**src/rtl/dpll_mode_pkg.sv**
```systemverilog
package dpll_mode_pkg;
  typedef enum logic [1:0] {
    MODE_FREE = 2'd0,
    MODE_LOCK = 2'd1,
    MODE_HOLD = 2'd2,
    MODE_DCO  = 2'd3
  } mode_t;

  // strobes from control to datapath
  typedef struct packed {
    mode_t outSel;
    logic  histStep;
  } dpStrobe_t;
endpackage

```
**src/rtl/dpll_mode_fsm.sv**
```systemverilog
module dpll_mode_fsm
  import dpll_mode_pkg::*;
#(
  parameter int MIN_LOCK = 16
) (
  input  logic      clk,
  input  logic      rstN,
  input  logic      refValid,
  input  logic      lockDet,
  input  logic      hostDcoReq,
  input  logic      histValid,
  output dpStrobe_t strobe,
  output mode_t     mode
);
  localparam int CNT_W = $clog2(MIN_LOCK + 1);
  localparam logic [CNT_W-1:0] CNT_MAX = CNT_W'(MIN_LOCK);

  mode_t nextMode;
  logic [CNT_W-1:0] lockCnt;

  always_comb begin
    nextMode = mode;
    if (hostDcoReq) begin
      nextMode = MODE_DCO;
    end else begin
      case (mode)
        MODE_FREE: if (refValid && lockDet) nextMode = MODE_LOCK;
        MODE_LOCK: if (!refValid) nextMode = histValid ? MODE_HOLD : MODE_FREE;
        MODE_HOLD: if (refValid && lockDet) nextMode = MODE_LOCK;
        MODE_DCO:  nextMode = refValid ? MODE_LOCK : (histValid ? MODE_HOLD : MODE_FREE);
        default:   nextMode = MODE_FREE;
      endcase
    end
  end

  always_ff @(posedge clk or negedge rstN) begin
    if (!rstN) begin
      mode    <= MODE_FREE;
      lockCnt <= '0;
    end else begin
      mode <= nextMode;
      if (mode == MODE_LOCK && lockDet) begin
        if (lockCnt != CNT_MAX) lockCnt <= lockCnt + 1'b1;
      end else begin
        lockCnt <= '0;
      end
    end
  end

  always_comb begin
    strobe.outSel   = mode;
    strobe.histStep = (mode == MODE_LOCK) && lockDet && (lockCnt == CNT_MAX);
  end

  assert_dco_entry_R7: assert property (@(posedge clk) disable iff (!rstN)
    hostDcoReq |=> mode == MODE_DCO);

  assert_lock_loss_R4: assert property (@(posedge clk) disable iff (!rstN)
    (mode == MODE_LOCK && !refValid && !hostDcoReq)
      |=> mode == ($past(histValid) ? MODE_HOLD : MODE_FREE));

  assert_dco_release_R8: assert property (@(posedge clk) disable iff (!rstN)
    (mode == MODE_DCO && !hostDcoReq && refValid) |=> mode == MODE_LOCK);

  assert_free_stay_R2: assert property (@(posedge clk) disable iff (!rstN)
    (mode == MODE_FREE && !hostDcoReq && !(refValid && lockDet)) |=> mode == MODE_FREE);
endmodule

```
**src/rtl/dpll_mode_dp.sv**
```systemverilog
module dpll_mode_dp
  import dpll_mode_pkg::*;
#(
  parameter int                WORD_W       = 48,
  parameter int                AVG_SHIFT    = 4,
  parameter logic [WORD_W-1:0] NOMINAL_WORD = {1'b1, {(WORD_W-1){1'b0}}}
) (
  input  logic              clk,
  input  logic              rstN,
  input  dpStrobe_t         strobe,
  input  logic [WORD_W-1:0] loopWord,
  input  logic [WORD_W-1:0] hostDcoWord,
  output logic              histValid,
  output logic [WORD_W-1:0] oscWord
);
  localparam int EXT_W = WORD_W + 1;

  logic [WORD_W-1:0] histWord;
  logic signed [EXT_W-1:0] diff, step, sum;

  always_comb begin
    diff = $signed({1'b0, loopWord}) - $signed({1'b0, histWord});
    step = diff >>> AVG_SHIFT;
    sum  = $signed({1'b0, histWord}) + step;
  end

  always_ff @(posedge clk or negedge rstN) begin
    if (!rstN) begin
      histWord  <= '0;
      histValid <= 1'b0;
    end else if (strobe.histStep) begin
      histWord  <= histValid ? sum[WORD_W-1:0] : loopWord;
      histValid <= 1'b1;
    end
  end

  always_comb begin
    case (strobe.outSel)
      MODE_LOCK: oscWord = loopWord;
      MODE_HOLD: oscWord = histWord;
      MODE_DCO:  oscWord = hostDcoWord;
      default:   oscWord = NOMINAL_WORD;
    endcase
  end

  assert_hist_frozen_R10: assert property (@(posedge clk) disable iff (!rstN)
    !strobe.histStep |=> $stable(histWord));

  assert_hist_sticky_R5: assert property (@(posedge clk) disable iff (!rstN)
    $past(histValid) |-> histValid);
endmodule

```
**src/rtl/dpll_mode_ctrl.sv**
```systemverilog
module dpll_mode_ctrl
  import dpll_mode_pkg::*;
#(
  parameter int                WORD_W       = 48,
  parameter int                AVG_SHIFT    = 4,
  parameter int                MIN_LOCK     = 16,
  parameter logic [WORD_W-1:0] NOMINAL_WORD = {1'b1, {(WORD_W-1){1'b0}}}
) (
  input  logic              clk,
  input  logic              rstN,
  input  logic              refValid,
  input  logic              lockDet,
  input  logic              hostDcoReq,
  input  logic [WORD_W-1:0] hostDcoWord,
  input  logic [WORD_W-1:0] loopWord,
  output logic [WORD_W-1:0] oscWord,
  output logic [1:0]        opMode
);
  dpStrobe_t strobe;
  mode_t     mode;
  logic      histValid;

  dpll_mode_fsm #(.MIN_LOCK(MIN_LOCK)) i_fsm (
    .clk(clk), .rstN(rstN), .refValid(refValid), .lockDet(lockDet),
    .hostDcoReq(hostDcoReq), .histValid(histValid), .strobe(strobe), .mode(mode)
  );

  dpll_mode_dp #(.WORD_W(WORD_W), .AVG_SHIFT(AVG_SHIFT), .NOMINAL_WORD(NOMINAL_WORD)) i_dp (
    .clk(clk), .rstN(rstN), .strobe(strobe), .loopWord(loopWord),
    .hostDcoWord(hostDcoWord), .histValid(histValid), .oscWord(oscWord)
  );

  assign opMode = mode;
endmodule

```
**config.mk**
```make
export PLATFORM = sky130hd
export DESIGN_NAME = dpll_mode_ctrl
export DESIGN_NICKNAME = d
export VERILOG_FILES = /design/src/rtl/dpll_mode_pkg.sv /design/src/rtl/dpll_mode_fsm.sv /design/src/rtl/dpll_mode_dp.sv /design/src/rtl/dpll_mode_ctrl.sv
export SDC_FILE = /design/constraint.sdc
export NUM_CORES = 1
export LEC_CHECK = 0
export ABC_AREA = 0
export BUFFER_PORTS_ARGS = -buffer_cell sky130_fd_sc_hd__buf_4
export CELL_PAD_IN_SITES_DETAIL_PLACEMENT = 1
export CELL_PAD_IN_SITES_GLOBAL_PLACEMENT = 1
export CORE_MARGIN = 8
export CORE_UTILIZATION = 39
export CTS_CLUSTER_SIZE = 10
export DETAILED_ROUTE_END_ITERATION = 16
export MAX_ROUTING_LAYER = met4
export PLACE_DENSITY = 0.79
export SYNTH_ARGS = -nofsm -noshare
export SYNTH_HDL_FRONTEND = slang
export SYNTH_HIERARCHICAL = 1
export SYNTH_SLANG_ARGS = --single-unit
```
**constraint.sdc**
```tcl
create_clock -name clk -period 4.9 [get_ports clk]
set_input_delay 1.225 -clock clk [delete_from_list [all_inputs] [get_ports clk]]
set_output_delay 1.225 -clock clk [all_outputs]
set_load 0.005 [all_outputs]
```
==> results.json, run 1 <==
{
  "synth_top_flop_cell": "dfrtp_1",
  "netlist_top_cells_count": "112 x a21oi_1, 98 x ha_1, 95 x nand2_1",
  "status": "stopped before the end",
  "synth-async-reset-ratio_pct": 100,
  "grt_start_max_net_pins": 100,
  "netlist_top_cells_area": "dfrtp_1 16%, ha_1 14%, a21oi_1 6.6%",
  "routabilityCongestion": 0.961,
  "haltStage": "5_1_grt",
  "synth_nets": 1304,
  "chipHeight_um": 164,
  "endpoint_type": "sequential cell input",
  "start_util_pct": 39.4,
  "cts_root_buffer": "clkbuf_16",
  "yosysTopAreaCellShare_pct": 16.4,
  "synth.most_common_cell": "a21oi_1",
  "track_usage_pct": 71.2,
  "die_w_um": 164,
  "avgSynthCellArea_sq_um": 7.73,
  "synth_top_area_cell": "dfrtp_1",
  "antenna_found_initial": 3,
  "ys_seq_elements": 56,
  "io_pins": 151,
  "io_buffer_count": 150,
  "clock-sinks": 56,
  "ys_seq_area_share_pct": 16.4,
  "hold_buffers": 0,
  "firstError": "[ERROR GRT-0232] Routing congestion too high. Check the congestion heatmap in the GUI.",
  "synth_area_sq_um": 8540,
  "synth-edff-count": 0,
  "synth.distinct_cells": 81,
  "cts.path.max_buffers": 2,
  "syn_inst": 1104,
  "worstEndpointGrtRepair": "i_dp/histWord[42]$_DFFE_PN0P_/D",
  "synth_warnings": 6,
  "rows": 54,
  "htreeDepth": 2,
  "grt.overflow.total": 79,
  "cts_inserted_buffers": 5,
  "hpwl_um": 29400
}
[kinds of logic after synthesis]
| kind of cell | after synthesis | synth area share [%] |
|---|---|---|
| XOR/XNOR | 80 | 8.21 |
| adder cells (fa/ha/maj) | 99 | 14.6 |
| multiplexers | 39 | 4.60 |
| buffers and inverters | 123 | 5.61 |
| AND/OR/NAND/NOR | 285 | 16.7 |
| AO/OA/AOI/OAI | 422 | 33.9 |
| flip-flops | 56 | 16.4 |
[layer usage]
metal  overflow  global-route usage, %
met1          2                   69.4
met2         47                   87.0
met3          0                   54.3
met4         30                   69.4
met5          -                      -
[per-stage QoR]
| stage | area, sq um | hold WS [ns] | setup slack (ns) | instances |
|---|---|---|---|---|
| floorplan | 8780 | 0.524 | -0.562 | 1104 |
| global placement | 12300 | 0.553 | -1.05 | 1776 |
| detailed placement | 12300 | 0.566 | -1.31 | 1776 |
| CTS | 13600 | 0.586 | -0.598 | 1830 |
[repair_timing]
action | 4_1_cts
pin swaps | 94
setup endpoints to repair | 34
setup buffers | 52
gates resized for setup | 182
==> run 2, diff against run 1 <==
Settings changed: CELL_PAD_IN_SITES_DETAIL_PLACEMENT 1 to default, CELL_PAD_IN_SITES_GLOBAL_PLACEMENT 1 to default, CORE_UTILIZATION 39 to 38, CTS_CLUSTER_SIZE 10 to default, MAX_ROUTING_LAYER met4 to default, PLACE_DENSITY 0.79 to default, PLACE_DENSITY_LB_ADDON from default to 0.15.
Clock period 4.9 ns to 6.4 ns, I/O delays scaled along.
==> run 2 against run 1 <==
The flow now finishes without violations. Synthesized cell count stayed put. Synthesized area stayed put.
==> results.json, run 2 <==
{
  "status": "finished clean",
  "yosysTopAreaCellShare_pct": 16.4,
  "avgSynthCellArea_sq_um": 7.73,
  "synth-edff-count": 0,
  "netlist_top_cells_area": "dfrtp_1 16%, ha_1 14%, a21oi_1 6.6%",
  "clk_latency_ns": 0.31,
  "path_max_fanout": 4,
  "p_leak_nw": 5.16,
  "mostFrequentLayoutCells": "255 x buf_4, 109 x a21oi_1, 98 x ha_1",
  "fmax_ghz": 0.160,
  "critical_path_class": "in -> reg",
  "coreArea_sq_um": 22400,
  "critPathCaptureType": "flop",
  "cts_root_buffer": "clkbuf_16",
  "routabilityCongestion": 0.900,
  "drt_pass1_iterations": 5,
  "fillers": 2243,
  "synth_top_area_cell": "dfrtp_1",
  "netlist_top_cells_count": "112 x a21oi_1, 98 x ha_1, 95 x nand2_1",
  "holdWs_ns": 0.576,
  "powerDensity_nw_per_um2": 121,
  "final_nets": 1511,
  "layout-drive-gt1-share_pct": 24.4,
  "track_usage_pct": 19.5,
  "fin_util_pct": 48.5,
  "reg.largest.list": "i_dp/histWord x48, i_fsm/lockCnt x5, i_fsm/mode x2",
  "maxSlewViolCount": 0,
  "multi_input_area_sq_um": 6760,
  "slew_headroom_pct": 34.3,
  "antenna_left": 0,
  "dp_slack_ns": -0.264,
  "hold_buffers": 0,
  "synth.distinct_cells": 81,
  "chipHeight_um": 166,
  "finalSetupViolCount": 0,
  "clock-sinks": 56,
  "io_buffer_count": 150,
  "cts_tree": "yes",
  "antenna_found_initial": 0,
  "ys_seq_area_share_pct": 16.4,
  "peakVddDrop_v": 0.0000977,
  "hold_viol": 0,
  "io_pins": 151,
  "synth-async-reset-ratio_pct": 100,
  "start_kind": "input port",
  "cts.path.max_buffers": 2,
  "dpl-instance-area_sq_um": 10600,
  "grt_pass1_vias": 8847,
  "synth.most_common_cell": "a21oi_1",
  "grt_first_pass_wirelength_um": 45300,
  "design_area_sq_um": 10900,
  "die-area_sq_um": 27500,
  "synth_nets": 1304,
  "synth_warnings": 6,
  "setup_ws_ns": 0.157,
  "drcViolationCount": 0,
  "syn_inst": 1104,
  "placedCellCount": 1588,
  "wl_um": 27500,
  "ys_seq_elements": 56,
  "num_antenna_cells": 0,
  "htreeDepth": 2,
  "grt.overflow.total": 0,
  "final_common_cell": "buf_4",
  "finalCriticalPeriod_ns": 6.24,
  "largest_reg_flops": 48,
  "drt_iter0_drc": 514,
  "cts.clk_slew.worst_paths_ns": 0.09,
  "grt_start_max_net_pins": 100,
  "vias": 8817,
  "rows": 55,
  "synth_top_flop_cell": "dfrtp_1",
  "crit_arrival_ns": 6.44,
  "fin_crit_sh_pct": 97.5,
  "hold_path_class": "reg -> reg",
  "wl_per_cell_um": 17.2,
  "worst_slew_pin_slew_ns": 0.985,
  "cts_inserted_buffers": 5,
  "cap_violations": 0,
  "vias_per_cell": 5.52,
  "cp.required_ns": 6.60,
  "top_register": "i_dp/histWord",
  "syn_to_final_growth_pct": 27.1,
  "hpwl_um": 21400,
  "seqCellArea_sq_um": 1410,
  "finalNonFillerCells": 1597,
  "clock_skew_ns": 0.00808,
  "start_util_pct": 38.2,
  "synth_area_sq_um": 8540,
  "die_w_um": 166
}
run 2: layer usage:
layer	track usage (%)	wire length [um]	up-vias
met5	0	0	-
li1	-	-	4480
met3	2.69	936	25
met4	3.36	361	0
met1	25.6	13500	4141
met2	33.6	12800	171
run 2: final timing paths:
check | start | to | slack [ns] | depth (start not counted)
worst max-delay path | loopWord[12] | i_dp/histWord[47] | 0.16 | 24
worst min-delay path | i_dp/histWord[15] | i_dp/histWord[15] | 0.58 | 2
worst max register to register | i_dp/histWord[12] | i_dp/histWord[47] | 1.11 | 24
worst min register to register | i_dp/histWord[15] | i_dp/histWord[15] | 0.58 | 2
max in group asynchronous | rstN | i_fsm/mode[0] | 4.41 | 1
min in group asynchronous | rstN | i_dp/histWord[4] | 1.38 | 1
run 2: per-stage QoR:
stage / TNS [ns] / power (mW)
6_report: 0 / 1.31
3_5_place_dp: -1.51 / 0.996
3_3_place_gp: -0.901 / 0.995
4_1_cts: 0 / 1.32
5_1_grt: -0.0118 / 1.40
2_1_floorplan: 0 / 0.732
run 2: critical path, stage by stage:
cell	delay, ns
buf_4	0.11
ha_1	0.32
buf_4	0.17
a211oi_2	0.21
nor2_1	0.07
a2111o_1	0.43
a311oi_4	0.26
buf_4	0.18
o31ai_4	0.07
a31o_2	0.30
a311oi_4	0.37
buf_4	0.18
xnor2_1	0.16
ha_1	0.25
a21oi_1	0.09
o21bai_1	0.15
a21oi_1	0.12
o21ai_0	0.36
nand2_1	0.09
o21ai_1	0.14
a311oi_2	0.07
or3_4	0.40
a211oi_2	0.25
nor3b_2	0.07
run 2: what timing repair did:
action                     CTS  global route
setup buffers                0             1
setup endpoints to repair    0            10
gates resized for setup      0            21
run 2: where the power goes:
part | leakage (nW) | switching [mW] | internal (mW)
logic | 4.38 | 0.324 | 0.312
clock network | 0.0748 | 0.163 | 0.150
registers | 0.710 | 0.00632 | 0.355
run 2: layout make-up:
type / instances / share of cell area (%)
clock buffers: 5 / 1.15
flip-flops and latches: 56 / 13.0
multi-input cells: 925 / 62.3
clock inverters: 3 / 0.242
repair buffers: 256 / 17.7
inverters: 67 / 2.32
well taps: 285 / 3.29
run 2: cells by family (layout without fill, tap and decap cells):
group	after synthesis	in the layout	synth area share [%]
muxes	39	39	4.60
DFF	56	56	16.4
and+or+nand+nor	285	285	16.7
AOI/OAI and AO/OA	422	422	33.9
adders and majority gates	99	99	14.6
xor gates and xnor gates	80	80	8.21
buffers and inverters	123	331	5.61
No activity file was read; power rests on OpenSTA's default activity.
==> run 3, diff against run 2 <==
Clock period 6.4 ns to 5.5 ns, I/O delays scaled along.
==> run 3 against run 2 <==
The flow now finishes with violations (setup timing). Combinational power rose by 40%. Wire length rose by 6.9%. Non-clock buffer count rose by 124. Clock skew barely moved. Critical endpoint is now i_dp/histWord[44].
==> results.json, run 3 (synthesized netlist as in run 2, its figures left out) <==
{
  "final_common_cell": "buf_4",
  "clock-sinks": 56,
  "cts_tree": "yes",
  "slew_headroom_pct": 34.2,
  "finalSetupViolCount": 5,
  "start_util_pct": 38.2,
  "die-area_sq_um": 27500,
  "start_kind": "input port",
  "grt_start_max_net_pins": 100,
  "worst_slew_pin_slew_ns": 0.988,
  "antenna_found_initial": 0,
  "wl_um": 29400,
  "hold_path_class": "reg -> reg",
  "holdWs_ns": 0.572,
  "worstSetupStartpoint": "loopWord[7]",
  "powerDensity_nw_per_um2": 133,
  "cts.clk_slew.worst_paths_ns": 0.08,
  "crit_arrival_ns": 5.79,
  "cap_violations": 0,
  "fin_util_pct": 55.9,
  "reg.largest.list": "i_dp/histWord x48, i_fsm/lockCnt x5, i_fsm/mode x2",
  "fmax_ghz": 0.180,
  "critPathCaptureType": "flop",
  "vias_per_cell": 5.46,
  "final_nets": 1635,
  "clk_latency_ns": 0.32,
  "r2r-start": "i_dp/histWord[10]",
  "grt.overflow.total": 0,
  "layout-drive-gt1-share_pct": 37.5,
  "largest_reg_flops": 48,
  "cts_root_buffer": "clkbuf_16",
  "status": "finished with violations",
  "finalCriticalPeriod_ns": 5.56,
  "hp-start": "i_dp/histWord[4]",
  "critical_path_class": "in -> reg",
  "die_w_um": 166,
  "path_max_fanout": 5,
  "setup_ws_ns": -0.0646,
  "num_antenna_cells": 0,
  "cts_inserted_buffers": 5,
  "syn_to_final_growth_pct": 46.6,
  "drt_pass1_iterations": 5,
  "drcViolationCount": 0,
  "dpl-instance-area_sq_um": 11600,
  "vias": 9399,
  "chipHeight_um": 166,
  "rsz0062_at_grt": "yes",
  "hold_viol": 0,
  "wl_per_cell_um": 17.1,
  "io_buffer_count": 150,
  "rows": 55,
  "peakVddDrop_v": 0.000114,
  "clock_skew_ns": 0.00794,
  "p_leak_nw": 5.88,
  "design_area_sq_um": 12500,
  "fin_crit_sh_pct": 101,
  "routabilityCongestion": 0.920,
  "grt_first_pass_wirelength_um": 48000,
  "grt_pass1_vias": 9504,
  "htreeDepth": 2,
  "drt_iter0_drc": 553,
  "antenna_left": 0,
  "cts.path.max_buffers": 2,
  "io_pins": 151,
  "track_usage_pct": 20.8,
  "mostFrequentLayoutCells": "369 x buf_4, 88 x nand2_1, 87 x a21oi_1",
  "hpwl_um": 22800,
  "setup_tns_ns": -0.149,
  "violations": "setup timing",
  "coreArea_sq_um": 22400,
  "top_register": "i_dp/histWord",
  "maxSlewViolCount": 0,
  "cp.required_ns": 5.73
}
## run 3: cell types whose count changed in the layout (fill, tap and decap cells not counted), moves of 5 or more
cell      previous run  this run
ha_1                98        74
a21oi_2              6        20
buf_6                1         8
o21ai_0             79        69
a21oi_1            109        87
nand2_1             95        88
ha_2                 0         5
nand2_2              1         8
buf_4              255       369
a211oi_1             9         4
o21ai_2              3        10
ha_4                 0        19
a21oi_4              1         9
## run 3: what timing repair did
action                                  in CTS  in global routing
endpoints found under the setup margin      21                 25
buffers inserted                             5                  9
pin swaps                                   33                 72
hold buffers                                 0                  0
gates resized for setup                     45                 87
hold endpoints to repair                     0                  0
## run 3: final cells by class
cell class                      count  area, sq um
Clock inverter                      3         23.8
Sequential cell                    56         1410
Clock buffer                        5          125
Timing Repair Buffer              380         2910
Inverter                           67          251
Multi-Input combinational cell    925         7440
Fill cell                        2124         9850
Tap cell                          285          357
## run 3: final timing paths
kind	slack, ns	depth (start not counted)	endpoint
hold reg to reg	0.57	2	i_dp/histWord[4]
hold / removal	0.57	2	i_dp/histWord[4]
min in group asynchronous	1.15	1	i_dp/histWord[8]
setup reg to reg	0.54	24	i_dp/histWord[44]
setup / recovery	-0.06	24	i_dp/histWord[44]
max in group asynchronous	3.73	1	i_fsm/mode[0]
## run 3: metal layers
layer  GRT usage (%)  wire [um]  vias up
met5               0          0        -
met4            3.95        351        0
met3            3.02       1150       20
met2            35.3      13800      222
met1            27.6      14200     4426
li1                -          -     4731
## run 3: where the power goes
part	total [mW]	switching [mW]	leakage, nW	internal (mW)
logic	0.893	0.429	5.10	0.464
registers	0.416	0.00261	0.710	0.413
clock network	0.359	0.188	0.0660	0.171
total	1.67	0.620	5.88	1.05
## run 3: critical path, cell delays in order
cell,delay (ns)
buf_4,0.13
ha_4,0.24
nand4_1,0.18
nor3_2,0.07
a2111o_1,0.39
a311oi_4,0.24
buf_6,0.17
o31ai_4,0.06
a31o_4,0.24
a311oi_4,0.29
buf_4,0.17
o21ai_2,0.05
xor2_1,0.16
ha_1,0.34
buf_6,0.14
a21o_1,0.20
a21oi_2,0.13
o21bai_2,0.10
o31ai_4,0.29
buf_12,0.17
o21ai_2,0.07
a21oi_2,0.16
mux2_4,0.32
o211ai_1,0.09
## run 3: stage by stage
stage / total power [mW] / worst slack, ns / instances
2_1_floorplan: 0.864 / -0.113 / 1104
3_3_place_gp: 1.24 / -0.695 / 1700
3_5_place_dp: 1.24 / -0.757 / 1700
4_1_cts: 1.64 / -0.0428 / 1713
5_1_grt: 1.77 / -0.226 / 1721
6_report: 1.67 / -0.0646 / 1721
==> run 4, diff against run 3 <==
--- a/config.mk
+++ b/config.mk
@@ -7,6 +7,6 @@
 export LEC_CHECK = 0
-export ABC_AREA = 0
+export ABC_AREA = 1
 export BUFFER_PORTS_ARGS = -buffer_cell sky130_fd_sc_hd__buf_4
 export CORE_MARGIN = 8
-export CORE_UTILIZATION = 38
+export CORE_UTILIZATION = 45
 export DETAILED_ROUTE_END_ITERATION = 16
==> constraint.sdc (replaced) <==
create_clock -name clk -period 5.5 [get_ports clk]
set_input_delay 1.1 -clock clk [delete_from_list [all_inputs] [get_ports clk]]
set_output_delay 1.1 -clock clk [all_outputs]
set_load 0.005 [all_outputs]
==> run 4 against run 3 <==
The run now ends clean. Clock power fell by 4%. Synthesized cell count rose by 59%. Combinational power grew 130%. Critical path depth is 3 lower. Sequential cell count stayed put. Total power rose by 70%. Worst hold slack worse by 0.037 ns. Synthesized area rose by 21%. Final cell count is 26% higher. Clock-buffer cell count increased by 1. Utilization shrank 3.4 points. Critical path type unchanged. Largest cell class unchanged. Highest routed layer unchanged.
==> results.json, run 4 <==
{
  "cp.required_ns": 5.67,
  "clk_latency_ns": 0.31,
  "switching_power_mw": 1.56,
  "clock_skew_ns": 0.00750,
  "antenna_left": 0,
  "die_w_um": 168,
  "finalCriticalPeriod_ns": 4.83,
  "synthXorXnorAreaFrac_pct": 5.67,
  "p_clk_share_pct": 12.1,
  "drt_iter0_drc": 1325,
  "wl_um": 45800,
  "ctsResizeCount": 0,
  "cts_inserted_buffers": 5,
  "final_common_cell": "nand2_1",
  "setup_tns_ns": 0,
  "antenna_found_initial": 0,
  "drt_pass1_iterations": 5,
  "mostFrequentLayoutCells": "418 x nand2_1, 275 x inv_1, 174 x nor2_1",
  "synth_warnings": 6,
  "cts.path.max_buffers": 2,
  "fmax_ghz": 0.207,
  "synth_compound_area_share_pct": 24.3,
  "grt_pass1_vias": 11900,
  "status": "finished clean",
  "syn_inst": 1750,
  "rows": 55,
  "path_max_fanout": 5,
  "synthSimpleGateAreaFrac_pct": 32.4,
  "netlist_top_cells_count": "418 x nand2_1, 276 x inv_1, 174 x nor2_1",
  "hold_buffers": 0,
  "yosysTopAreaCellShare_pct": 15.2,
  "p_sw_share_pct": 55.0,
  "r2r-start": "i_dp/histWord[1]",
  "synth.most_common_cell": "nand2_1",
  "cts.clk_slew.worst_paths_ns": 0.08,
  "synth_top_family_by_area": "simple AND/OR/NAND/NOR gates",
  "grt.overflow.total": 0,
  "ys_seq_elements": 56,
  "syn_to_final_growth_pct": 15.0,
  "critPathCaptureType": "flop",
  "synth-edff-count": 0,
  "vias_per_cell": 5.81,
  "start_util_pct": 45.7,
  "seqCellArea_sq_um": 1400,
  "p_leak_nw": 6.17,
  "hp-start": "i_dp/histWord[39]",
  "synthAdderAreaFrac_pct": 12.0,
  "synth_area_sq_um": 10300,
  "largest_reg_flops": 48,
  "worst_slew_pin_slew_ns": 0.781,
  "chipHeight_um": 168,
  "crit_arrival_ns": 5.01,
  "critical_path_class": "in -> reg",
  "synth.distinct_cells": 49,
  "finalSetupViolCount": 0,
  "wl_per_cell_um": 21.1,
  "routabilityCongestion": 1.07,
  "coreArea_sq_um": 22600,
  "slew_headroom_pct": 47.9,
  "drcViolationCount": 0,
  "final_nets": 2079,
  "cts_root_buffer": "clkbuf_16",
  "rsz0062_at_grt": "no",
  "htreeDepth": 2,
  "multi_input_area_sq_um": 7700,
  "die-area_sq_um": 28100,
  "io_buffer_count": 150,
  "layout-drive-gt1-share_pct": 14.5,
  "ys_seq_area_share_pct": 13.5,
  "reg.largest.list": "i_dp/histWord x48, i_fsm/lockCnt x5, i_fsm/mode x2",
  "io_pins": 151,
  "grt_start_max_net_pins": 57,
  "synth_nets": 1950,
  "synth_top_flop_cell": "dfrtp_1",
  "synth-async-reset-ratio_pct": 100,
  "p_comb_share_pct": 71.9,
  "top_register": "i_dp/histWord",
  "hold_viol": 0,
  "fillers": 2402,
  "synth_top_area_cell": "nand2_1",
  "cap_violations": 0,
  "start_kind": "input port",
  "p_seq_share_pct": 16.0,
  "netlist_top_cells_area": "nand2_1 15%, dfrtp_1 14%, ha_1 12%",
  "avgSynthCellArea_sq_um": 5.91,
  "clock-sinks": 56,
  "cts_tree": "yes",
  "holdWs_ns": 0.535,
  "powerDensity_nw_per_um2": 239,
  "vias": 12600,
  "post_cts_buffers": 0,
  "fin_crit_sh_pct": 87.9,
  "hold_path_class": "reg -> reg",
  "hpwl_um": 38700,
  "peakVddDrop_v": 0.000183,
  "synth.area.mux_share_pct": 0,
  "num_antenna_cells": 0,
  "p_int_mw": 1.28,
  "maxSlewViolCount": 0,
  "track_usage_pct": 31.3,
  "grt_first_pass_wirelength_um": 68700,
  "worstSetupStartpoint": "loopWord[19]"
}
[run 4: power groups by stage]
stage               logic, mW  registers, mW  clock network [mW]
floorplan                1.30          0.454                   0
global placement         1.97          0.462                   0
detailed placement       1.97          0.462                   0
CTS                      1.98          0.454               0.350
global route             2.21          0.457               0.359
finish                   2.04          0.455               0.344
[run 4: cell type report]
class                   count  area share (%)
flip-flops and latches     56            11.8
repair buffers            159            10.0
well taps                 285            3.00
inverters                 293            9.25
multi-input cells        1364            64.7
clock buffers               6            1.08
clock inverters             2           0.116
[run 4: cells by family after synthesis]
| group | Yosys count |
|---|---|
| AO/OA/AOI/OAI | 423 |
| buffers and inverters | 330 |
| adder cells (fa/ha/maj) | 99 |
| XOR/XNOR | 67 |
| flip-flops | 56 |
| AND/OR/NAND/NOR | 775 |
[run 4: metrics by stage]
step	cell area [sq um]	worst slack (ns)	std cells	power, mW	utilization (%)
5_1_grt	11900	0.454	2165	3.03	52.5
3_3_place_gp	11800	0.472	2157	2.43	51.9
6_report	11900	0.667	2165	2.84	52.5
3_5_place_dp	11800	0.525	2157	2.43	51.9
4_1_cts	11900	0.839	2165	2.79	52.5
2_1_floorplan	10300	1.62	1750	1.76	-
[run 4: path summary, 6_finish.rpt]
kind                                endpoint  slack [ns]  depth (start not counted)
max                        i_dp/histWord[33]        0.67                         21
min in group asynchronous   i_fsm/lockCnt[4]        0.87                          1
min                        i_dp/histWord[39]        0.54                          2
max in group asynchronous  i_dp/histWord[36]        4.12                          1
max reg2reg                i_dp/histWord[33]        1.04                         24
min reg2reg                i_dp/histWord[39]        0.54                          2
[run 4: metal layers]
metal / part of all wire (%) / GRT usage (%) / routed length [um] / up-vias
met3: 11 / 8.51 / 5000 / 60
met2: 43 / 47.2 / 19500 / 591
met4: 1.9 / 6.87 / 876 / 0
met5: 0 / 0 / 0 / -
li1: - / - / - / 6019
met1: 45 / 43.6 / 20400 / 5910
[run 4: worst max-delay path, cell delays in order]
cell and delay, ns:
buf_4 0.12, ha_1 0.34, a21oi_1 0.23, inv_1 0.06, a21oi_1 0.20, a21boi_0 0.41
nand2_1 0.17, a21oi_2 0.21, o21ai_2 0.07, xor2_1 0.17, ha_1 0.36, a21oi_1 0.30
nor2_1 0.07, nor2_1 0.14, o21ai_0 0.16, a21oi_1 0.20, nand3_1 0.28, nand2_1 0.14
nand2_1 0.06, o21ai_1 0.11, o21ai_0 0.09
